==> src/rtl/fsv_pkg.sv <==
package fsv_pkg;
   typedef enum logic {
      RATE_8K = 1'b0,
      RATE_2K = 1'b1
   } fsv_rate_e;

   function automatic int fsv_nominal(input int ref_hz, input int frame_hz);
      return ref_hz / frame_hz;
   endfunction
endpackage

==> src/rtl/fsv_sync_edge.sv <==
module fsv_sync_edge #(
   parameter int STAGES = 1
) (
   input  logic clk,
   input  logic rst_n,
   input  logic sync_pin,
   input  logic invert,
   output logic edge_o
);
   logic level_in;
   logic level_s;
   logic level_d;

   assign level_in = sync_pin ^ invert;

   generate
      if (STAGES < 1) begin : g_bad
         $error("fsv_sync_edge: STAGES must be at least 1");
      end
      if (STAGES == 1) begin : g_one
         logic s_q;
         always_ff @(posedge clk) begin
            if (!rst_n) s_q <= 1'b0;
            else        s_q <= level_in;
         end
         assign level_s = s_q;
      end else begin : g_chain
         logic [STAGES-1:0] s_q;
         always_ff @(posedge clk) begin
            if (!rst_n) s_q <= '0;
            else        s_q <= {s_q[STAGES-2:0], level_in};
         end
         assign level_s = s_q[STAGES-1];
      end
   endgenerate

   always_ff @(posedge clk) begin
      if (!rst_n) level_d <= 1'b0;
      else        level_d <= level_s;
   end

   assign edge_o = level_s & ~level_d;

   // an edge needs a low sample in between, so edges never repeat on adjacent cycles
   assert_edge_single_R2: assert property (@(posedge clk) disable iff (!rst_n)
      edge_o |=> !edge_o);
endmodule

==> src/rtl/fsv_period_cnt.sv <==
module fsv_period_cnt #(
   parameter int CW  = 13,
   parameter int SAT = 4097
) (
   input  logic          clk,
   input  logic          rst_n,
   input  logic          restart,
   output logic [CW-1:0] cnt_o,
   output logic          ovf_o
);
   localparam logic [CW-1:0] SAT_V = CW'(SAT);
   localparam logic [CW-1:0] ONE_V = CW'(1);

   logic [CW-1:0] cnt_q;

   always_ff @(posedge clk) begin
      if (!rst_n)              cnt_q <= '0;
      else if (restart)        cnt_q <= ONE_V;
      else if (cnt_q != SAT_V) cnt_q <= cnt_q + ONE_V;
   end

   assign cnt_o = cnt_q;
   assign ovf_o = (cnt_q == SAT_V);

   // once saturated, the count holds until an edge restarts it
   assert_cnt_sat_R6: assert property (@(posedge clk) disable iff (!rst_n)
      (ovf_o && !restart) |=> ovf_o);
   // every edge opens a new period at a count of one
   assert_cnt_restart_R3: assert property (@(posedge clk) disable iff (!rst_n)
      restart |=> (cnt_o == ONE_V));
endmodule

==> src/rtl/fsv_judge.sv <==
module fsv_judge
   import fsv_pkg::*;
#(
   parameter int CW = 13,
   parameter int N8 = 1024,
   parameter int N2 = 4096
) (
   input  logic          clk,
   input  logic          rst_n,
   input  logic          edge_i,
   input  logic [CW-1:0] cnt_i,
   input  logic          ovf_i,
   output logic          valid_o,
   output fsv_rate_e     rate_o,
   output logic          stb_o
);
   localparam logic [CW-1:0] N8_V = CW'(N8);
   localparam logic [CW-1:0] N2_V = CW'(N2);

   logic      have_prev_q;
   logic      valid_q;
   logic      stb_q;
   fsv_rate_e rate_q;
   logic      hit8;
   logic      hit2;

   assign hit8 = have_prev_q && (cnt_i == N8_V);
   assign hit2 = have_prev_q && (cnt_i == N2_V);

   always_ff @(posedge clk) begin
      if (!rst_n) begin
         have_prev_q <= 1'b0;
         valid_q     <= 1'b0;
         stb_q       <= 1'b0;
         rate_q      <= RATE_8K;
      end else begin
         stb_q <= 1'b0;
         if (edge_i) begin
            have_prev_q <= 1'b1;
            if (hit8) begin
               valid_q <= 1'b1;
               rate_q  <= RATE_8K;
               stb_q   <= 1'b1;
            end else if (hit2) begin
               valid_q <= 1'b1;
               rate_q  <= RATE_2K;
               stb_q   <= 1'b1;
            end else begin
               valid_q <= 1'b0;
            end
         end else if (ovf_i) begin
            valid_q <= 1'b0;
         end
      end
   end

   assign valid_o = valid_q;
   assign rate_o  = rate_q;
   assign stb_o   = stb_q;

   // an off-nominal count withdraws the flag and gives no strobe
   assert_reject_R5: assert property (@(posedge clk) disable iff (!rst_n)
      (edge_i && (cnt_i != N8_V) && (cnt_i != N2_V)) |=> (!valid_o && !stb_o));
   // the rate only changes when an edge is judged
   assert_rate_hold_R5: assert property (@(posedge clk) disable iff (!rst_n)
      !edge_i |=> $stable(rate_o));
   // the counter running past the longest period clears the flag
   assert_timeout_R6: assert property (@(posedge clk) disable iff (!rst_n)
      (ovf_i && !edge_i) |=> !valid_o);
   // a rising flag is always accompanied by a boundary strobe
   assert_rise_stb_R7: assert property (@(posedge clk) disable iff (!rst_n)
      $rose(valid_o) |-> stb_o);
   // a strobe only follows a judged edge
   assert_stb_src_R9: assert property (@(posedge clk) disable iff (!rst_n)
      stb_o |-> $past(edge_i));
endmodule

==> src/rtl/fsv_frame_validator.sv <==
module fsv_frame_validator
   import fsv_pkg::*;
#(
   parameter int REF_HZ      = 8192000,
   parameter int SYNC_STAGES = 1
) (
   input  logic clk_ref,
   input  logic rst_n,
   input  logic sync_in,
   input  logic sync_invert,
   output logic frame_valid,
   output logic frame_rate,
   output logic frame_stb
);
   localparam int N8  = fsv_nominal(REF_HZ, 8000);
   localparam int N2  = fsv_nominal(REF_HZ, 2000);
   localparam int SAT = N2 + 1;
   localparam int CW  = $clog2(SAT + 1);

   generate
      if ((REF_HZ % 8000) != 0) begin : g_chk_hz
         $error("fsv_frame_validator: REF_HZ must be a multiple of 8000");
      end
      if (N8 < 4) begin : g_chk_min
         $error("fsv_frame_validator: REF_HZ too low for period counting");
      end
   endgenerate

   logic          edge_w;
   logic [CW-1:0] cnt_w;
   logic          ovf_w;
   fsv_rate_e     rate_w;

   fsv_sync_edge #(.STAGES(SYNC_STAGES)) u_edge (
      .clk      (clk_ref),
      .rst_n    (rst_n),
      .sync_pin (sync_in),
      .invert   (sync_invert),
      .edge_o   (edge_w)
   );

   fsv_period_cnt #(.CW(CW), .SAT(SAT)) u_cnt (
      .clk     (clk_ref),
      .rst_n   (rst_n),
      .restart (edge_w),
      .cnt_o   (cnt_w),
      .ovf_o   (ovf_w)
   );

   fsv_judge #(.CW(CW), .N8(N8), .N2(N2)) u_judge (
      .clk     (clk_ref),
      .rst_n   (rst_n),
      .edge_i  (edge_w),
      .cnt_i   (cnt_w),
      .ovf_i   (ovf_w),
      .valid_o (frame_valid),
      .rate_o  (rate_w),
      .stb_o   (frame_stb)
   );

   assign frame_rate = rate_w;

   // two strobes are never adjacent
   assert_stb_pulse_R9: assert property (@(posedge clk_ref) disable iff (!rst_n)
      frame_stb |=> !frame_stb);
   // a strobe always comes with the valid flag
   assert_stb_valid_R3: assert property (@(posedge clk_ref) disable iff (!rst_n)
      frame_stb |-> frame_valid);
   // outputs leave reset cleared
   assert_reset_R1: assert property (@(posedge clk_ref)
      $rose(rst_n) |-> (!frame_valid && !frame_stb && !frame_rate));
endmodule

==> config.mk <==
export PLATFORM = sky130hd
export DESIGN_NAME = fsv_frame_validator
export DESIGN_NICKNAME = d
export VERILOG_FILES = /design/src/rtl/fsv_pkg.sv /design/src/rtl/fsv_sync_edge.sv /design/src/rtl/fsv_period_cnt.sv /design/src/rtl/fsv_judge.sv /design/src/rtl/fsv_frame_validator.sv
export SDC_FILE = /design/constraint.sdc
export NUM_CORES = 1
export LEC_CHECK = 0
export ABC_AREA = 1
export BUFFER_PORTS_ARGS = -buffer_cell sky130_fd_sc_hd__buf_4
export CORE_AREA = 2 2 45 47
export CTS_CLUSTER_DIAMETER = 30
export DETAILED_ROUTE_END_ITERATION = 12
export DIE_AREA = 0 0 47 49
export GPL_TIMING_DRIVEN = 1
export HOLD_SLACK_MARGIN = 0.1
export PLACE_DENSITY = 0.72
export SLEW_MARGIN = 10
export SYNTH_ARGS = -nofsm -noshare
export SYNTH_HDL_FRONTEND = slang
export SYNTH_SLANG_ARGS = --single-unit
==> constraint.sdc <==
create_clock -name clk_ref -period 3.1 [get_ports clk_ref]
set_clock_uncertainty 0.15 [all_clocks]
set_input_delay 0.31 -clock clk_ref [delete_from_list [all_inputs] [get_ports clk_ref]]
set_output_delay 0.31 -clock clk_ref [all_outputs]
set_load 0.01 [all_outputs]
==> results of run 1 <==
[metrics by stage]
| stage | util, % | hold slack, ps |
|---|---|---|
| 4_1_cts | 59.2 | 108 |
| 3_5_place_dp | 56.7 | 283 |
| 3_3_place_gp | 56.7 | 277 |
| 5_1_grt | 59.2 | 135 |
| 6_report | 59.2 | 103 |
| 2_1_floorplan | - | 258 |
[layout by cell type, fill, tap and decap left out]
cell type / count
nand4_1: 1
nor2_1: 20
xnor2_1: 1
nand3_1: 12
o21ai_0: 3
clkbuf_4: 3
nor2_2: 3
clkbuf_1: 1
nand2_1: 33
dfxtp_1: 19
a21oi_1: 11
xor2_1: 2
buf_4: 6
inv_2: 8
nand3b_1: 2
nor3_4: 1
nand2_4: 1
dlygate4sd3_1: 2
o21ai_1: 1
nand3_2: 1
nor2_8: 1
ha_1: 3
nor2_4: 1
inv_1: 13
[synthesized netlist by cell type]
library cell and n:
nor2_4 1, nand3_2 1, inv_1 13, a21oi_1 11, xor2_1 2, dfxtp_1 19, nand3_1 12, nor3_4 1
o21ai_1 1, nand3b_1 2, nor2_8 1, nand2_4 1, nor2_2 3, inv_2 8, o21ai_0 3, nand4_1 1
nor2_1 20, nand2_1 33, ha_1 3, xnor2_1 1
[power groups by stage]
stage | clock (mW) | sequential [mW] | combinational (mW)
6_report | 0.126 | 0.257 | 0.0397
5_1_grt | 0.143 | 0.258 | 0.0462
4_1_cts | 0.126 | 0.257 | 0.0402
3_5_place_dp | 0 | 0.262 | 0.0381
3_3_place_gp | 0 | 0.262 | 0.0375
2_1_floorplan | 0 | 0.261 | 0.0284
[area by class of cell]
type                    instances  area [um^2]
inverters                      21         78.8
flip-flops and latches         19          380
well taps                      27         33.8
clock buffers                   4         26.3
fillers                       188          751
repair buffers                  8         65.1
multi-input cells              97          507
[worst paths after layout]
check	from	end	slack [ps]
worst min register to register	u_edge.g_one.s_q	u_edge.level_d	300
worst max register to register	u_cnt.cnt_o[0]	u_cnt.cnt_o[10]	1660
worst min-delay path	sync_invert	u_edge.g_one.s_q	100
worst max-delay path	rst_n	u_cnt.cnt_o[12]	1530
[kinds of logic after synthesis]
family | after synthesis | share of synthesized area (%)
xor+xnor | 3 | 2.72
simple gates | 76 | 38.1
fa+ha+maj | 3 | 3.89
buf+inv | 21 | 8.16
flops | 19 | 39.4
compound gates | 15 | 7.77
[per-layer routing]
| layer | global-route usage [%] | vias up |
|---|---|---|
| li1 | - | 453 |
| met1 | 24.1 | 363 |
| met2 | 29.9 | 19 |
| met3 | 4.44 | 2 |
| met4 | 5.56 | 0 |
| met5 | 0 | - |
[worst min-delay path: stages]
cell,delay [ps]
buf_4,80
xnor2_1,60
nor2_1,70
[what timing repair did]
action,CTS,global route
hold endpoints to repair,2,0
hold buffers,2,0
resized for setup,0,0
[sequential cells by signal, indices dropped and copies added (netlist names)]
| name | flops |
|---|---|
| u_judge.valid_o | 1 |
| u_cnt.cnt_o | 13 |
| u_judge.have_prev_q | 1 |
| u_judge.stb_o | 1 |
| u_edge.level_d | 1 |
| u_edge.g_one.s_q | 1 |
| u_judge.rate_o | 1 |
==> out/metrics.cfg, run 1 <==
[status]
outcome=complete, no violations

[worst_setup_path]
endpoint_kind=flip-flop
r2r_cells=6
critPathArrivalTime_ps=1650
worst-path-buf-inv=4
crit_chain=dlygate4sd3_1 > buf_4 > inv_1 > nor2_2 > inv_2 > a21oi_1
critPathKind=input pin to flip-flop
critical_path.max_fanout=7
crit_path_top_delay_cell=dlygate4sd3_1
slowest_delay_ps=530
startpoint_type=input pin
crit_cells=6
critPathTopFamily=buffers and inverters
cp_data_required_time_ps=3180

[timing]
fin_crit_ps=1570
slew_headroom_pct=76.8
grt_setup_unrepaired=false
max_freq_ghz=0.635
fin_ws_ps=1530
final.setup.tns_ps=0
period_share_pct=50.8
setup_viol=0
slew_viol_final=0
max_slew.worst_pin.slew_ps=348
finalHoldViolCount=0

[power_and_ir_drop]
pwr-share-seq_pct=60.7
internal-power_mw=0.317
p_sw_mw=0.105
clkPwrFrac_pct=29.9
swShare_pct=24.9
ir_drop_mv=0.280
p_leak_nw=0.502
p_per_area_mw_per_mm2=387
p_total_mw=0.423
power_frac_comb_pct=9.4

[grt]
grt_pass1_vias=807
grt_usage_pct=18.6
grt_max_degree=11
antenna_found_initial=0
grt_pass1_wl_um=3190
grt.overflow.total=0

[detailed_routing]
wire_per_inst_um=10.1
drcViolationCount=0
wl_met3_um=53
viasPerCell=4.76
ant_nets=0
top_layer=met4
m1WireLength_um=824
wl_met2_um=879
drt_iter0_drc=24
finalWirelength_um=1770
firstDrtPassIters=4
vias=837

[cts]
cts_root_buffer=clkbuf_4
path_clk_slew_ps=100
clk_latency_ps=300
cts_buffers=3
cts_buffer_depth=2
cts_max_level=1
post_cts_buffers=0
cts_sinks=19
cts_tree=done

[cells_and_area]
stdcell_area_mm2=0.00109
area_growth_pct=13.0
instances_no_fill=176
drive_above_1_share_pct=16.8
fin_nets=157
diodes=0

[placed_design]
post-place-ws_ps=1680
hpwl_um=1370
place.port_buffers=6
gp_congestion=0.853
post_dp_cell_area_mm2=0.00104
dpl.cell_count=170

[yosys]
yosysTopAreaCell=dfxtp_1
synth_area_um2=966
synth_top_cell_area_share_pct=39.4
synth_warnings=0
synthTopCellsByArea=dfxtp_1 (39%), nand2_1 (13%), nor2_1 (7.8%)
ys_seq_area_share_pct=39.4
ys_ff_latch=19
synthCells=137
syn_area_per_cell_um2=7.05
synth.distinct_cells=20
synth.net_count=144

[floorplanning]
boundaryPins=7
die_h_um=49
die_w_um=47
coreArea_mm2=0.00184
die_area_mm2=0.00230
row_count=16
start_util_pct=52.4

[job]
maxCapViolCount=0

[min_path]
hold_class=input pin to flip-flop
min_path_cells=3

(Power assumes the default switching activity.)
==> inputs of run 2 (changes only) <==
Clock period 3.1 ns to 1.5 ns, I/O delays scaled along.
==> out/metrics.cfg, run 2 (synthesized netlist as in run 1, its figures left out) <==
[status]
outcome=complete, no violations

[floorplanning]
boundaryPins=7  ; unchanged
die_area_mm2=0.00230  ; unchanged
die_h_um=49  ; unchanged
row_count=16  ; unchanged
coreArea_mm2=0.00184  ; unchanged
start_util_pct=52.4  ; unchanged
die_w_um=47  ; unchanged

[grt]
grt_pass1_vias=817  ; +1.2%
grt_pass1_wl_um=3220  ; +0.88%
grt.overflow.total=0  ; unchanged
grt_usage_pct=18.8  ; +0.14 points
grt_max_degree=11  ; unchanged
antenna_found_initial=0  ; unchanged

[worst_setup_path]
r2r_setup_slack_ps=110  ; -1550 ps
cp_data_required_time_ps=1550  ; -1630 ps
r2r_cells=6  ; unchanged
startpoint_type=flip-flop
timing.rr.end=u_cnt.cnt_o[10]
endpoint_kind=flip-flop
critPathArrivalTime_ps=1440  ; -210 ps
r2r_start=u_cnt.cnt_o[1]
critPathKind=flip-flop to flip-flop
critical_path.max_fanout=7  ; unchanged

[timing]
fin_crit_ps=1390
slew_headroom_pct=84.2  ; +7.5 points
period_share_pct=92.5
grt_setup_unrepaired=false
final.setup.tns_ps=0  ; unchanged
finalHoldViolCount=0  ; unchanged
slew_viol_final=0  ; unchanged
setup_viol=0  ; unchanged
max_slew.worst_pin.slew_ps=235  ; -112 ps
max_freq_ghz=0.720

[detailed_routing]
viasPerCell=4.79  ; +0.62%
ant_nets=0  ; unchanged
drt_iter0_drc=24  ; unchanged
vias=847  ; +1.2%
drcViolationCount=0  ; unchanged
firstDrtPassIters=4  ; unchanged
wire_per_inst_um=10.2  ; +1.6%
finalWirelength_um=1810  ; +2.2%

[cells_and_area]
area_growth_pct=14.6
layout_common_cells=nand2_1 (33), nor2_1 (20), dfxtp_1 (18), inv_1 (13), nand3_1 (12)
register_area_um2=382  ; +0.33%
largest_reg_flops=13  ; unchanged
fillers=185  ; -1.6%
multi_input_area_um2=512  ; +0.99%
instances_no_fill=177  ; +0.57%
fin_nets=158  ; +0.64%
drive_above_1_share_pct=17.3  ; +0.55 points
stdcell_area_mm2=0.00111  ; +1.5%
diodes=0  ; unchanged
mostFrequentLayoutCell=nand2_1

[min_path]
whs_endpoint=u_edge.level_d
hp-start=u_edge.g_one.s_q
min_path_cells=2  ; -1
hold_class=flip-flop to flip-flop

[cts]
cts_max_level=1  ; unchanged
cts_buffer_depth=2  ; unchanged
cts_tree=done
cts_root_buffer=clkbuf_4
cts_sinks=19  ; unchanged
cts_buffers=3  ; unchanged
path_clk_slew_ps=110  ; about the same
clk_latency_ps=300  ; about the same

[power_and_ir_drop]
ir_drop_mv=0.593  ; +110%
p_sw_mw=0.222  ; +110%
clkPwrFrac_pct=29.9  ; about the same
p_leak_nw=0.507  ; +1.1%
swShare_pct=25.2  ; +0.29 points
pwr-share-seq_pct=60.3  ; -0.4 points
power_frac_comb_pct=9.8  ; +0.4 points
internal-power_mw=0.659  ; +110%
p_per_area_mw_per_mm2=796  ; +110%

[placed_design]
gp_congestion=0.853  ; about the same
dpl.cell_count=170  ; unchanged
place.port_buffers=6  ; unchanged
hpwl_um=1370  ; unchanged
post_dp_cell_area_mm2=0.00104  ; unchanged

[job]
maxCapViolCount=0  ; unchanged

run 2: cell count changes in the layout (fill, tap and decap cells not counted), sizes merged:
cell         change
dlygate4sd3      +1
run 2: repair_timing:
item | 4_1_cts | 5_1_grt
endpoints found under the setup margin | 0 | 4
hold endpoints to repair | 7 | 1
gates resized for setup | 0 | 2
hold buffers | 3 | 1
setup buffers | 0 | 0
run 2: power by group through the flow:
stage               clock network [mW]  registers (mW)  logic [mW]
floorplan                            0           0.539      0.0588
global route                     0.295           0.534       0.100
global placement                     0           0.541      0.0775
detailed placement                   0           0.542      0.0788
CTS                              0.260           0.530      0.0871
finish                           0.263           0.531      0.0867
run 2: per-layer routing:
| layer | wire [um] | global-route usage (%) |
|---|---|---|
| met1 | 844 | 24.1 |
| met2 | 898 | 30.4 |
| met3 | 40 | 4.44 |
| met4 | 27 | 5.56 |
| met5 | 0 | 0 |
run 2: through the flow:
step	total power [mW]	hold WS (ps)	setup WS [ps]	util, %
after floorplan	0.598	97.6	184	-
after global placement	0.619	208	130	56.7
after detailed placement	0.621	212	80.8	56.7
after CTS	0.877	299	27.2	59.8
after global routing	0.930	339	21.0	60.1
final	0.881	295	112	60.1
run 2: worst max-delay path by stage:
stage                        start               end  cells past startpoint  slack [ps]
detailed placement  u_cnt.cnt_o[0]   u_cnt.cnt_o[10]                      6          80
floorplan           u_cnt.cnt_o[0]   u_cnt.cnt_o[10]                      6         180
global placement    u_cnt.cnt_o[0]   u_cnt.cnt_o[10]                      6         130
finish              u_cnt.cnt_o[1]   u_cnt.cnt_o[10]                      6         110
global route        u_cnt.cnt_o[1]   u_cnt.cnt_o[10]                      6          20
CTS                        sync_in  u_edge.g_one.s_q                      5          30
run 2: area by class of cell:
cell class | count | share of cell area [%]
clock buffers | 4 | 2.37
inverters | 21 | 7.12
multi-input cells | 97 | 46.2
flip-flops and latches | 19 | 34.5
well taps | 27 | 3.05
repair buffers | 9 | 6.78
run 2: worst max-delay path, cell delays in order, from the launching register on:
cell	delay (ps)
dfxtp_1	420
ha_1	260
nand2_4	90
nor2_8	120
nand2_1	80
o21ai_1	110
nor2_1	50
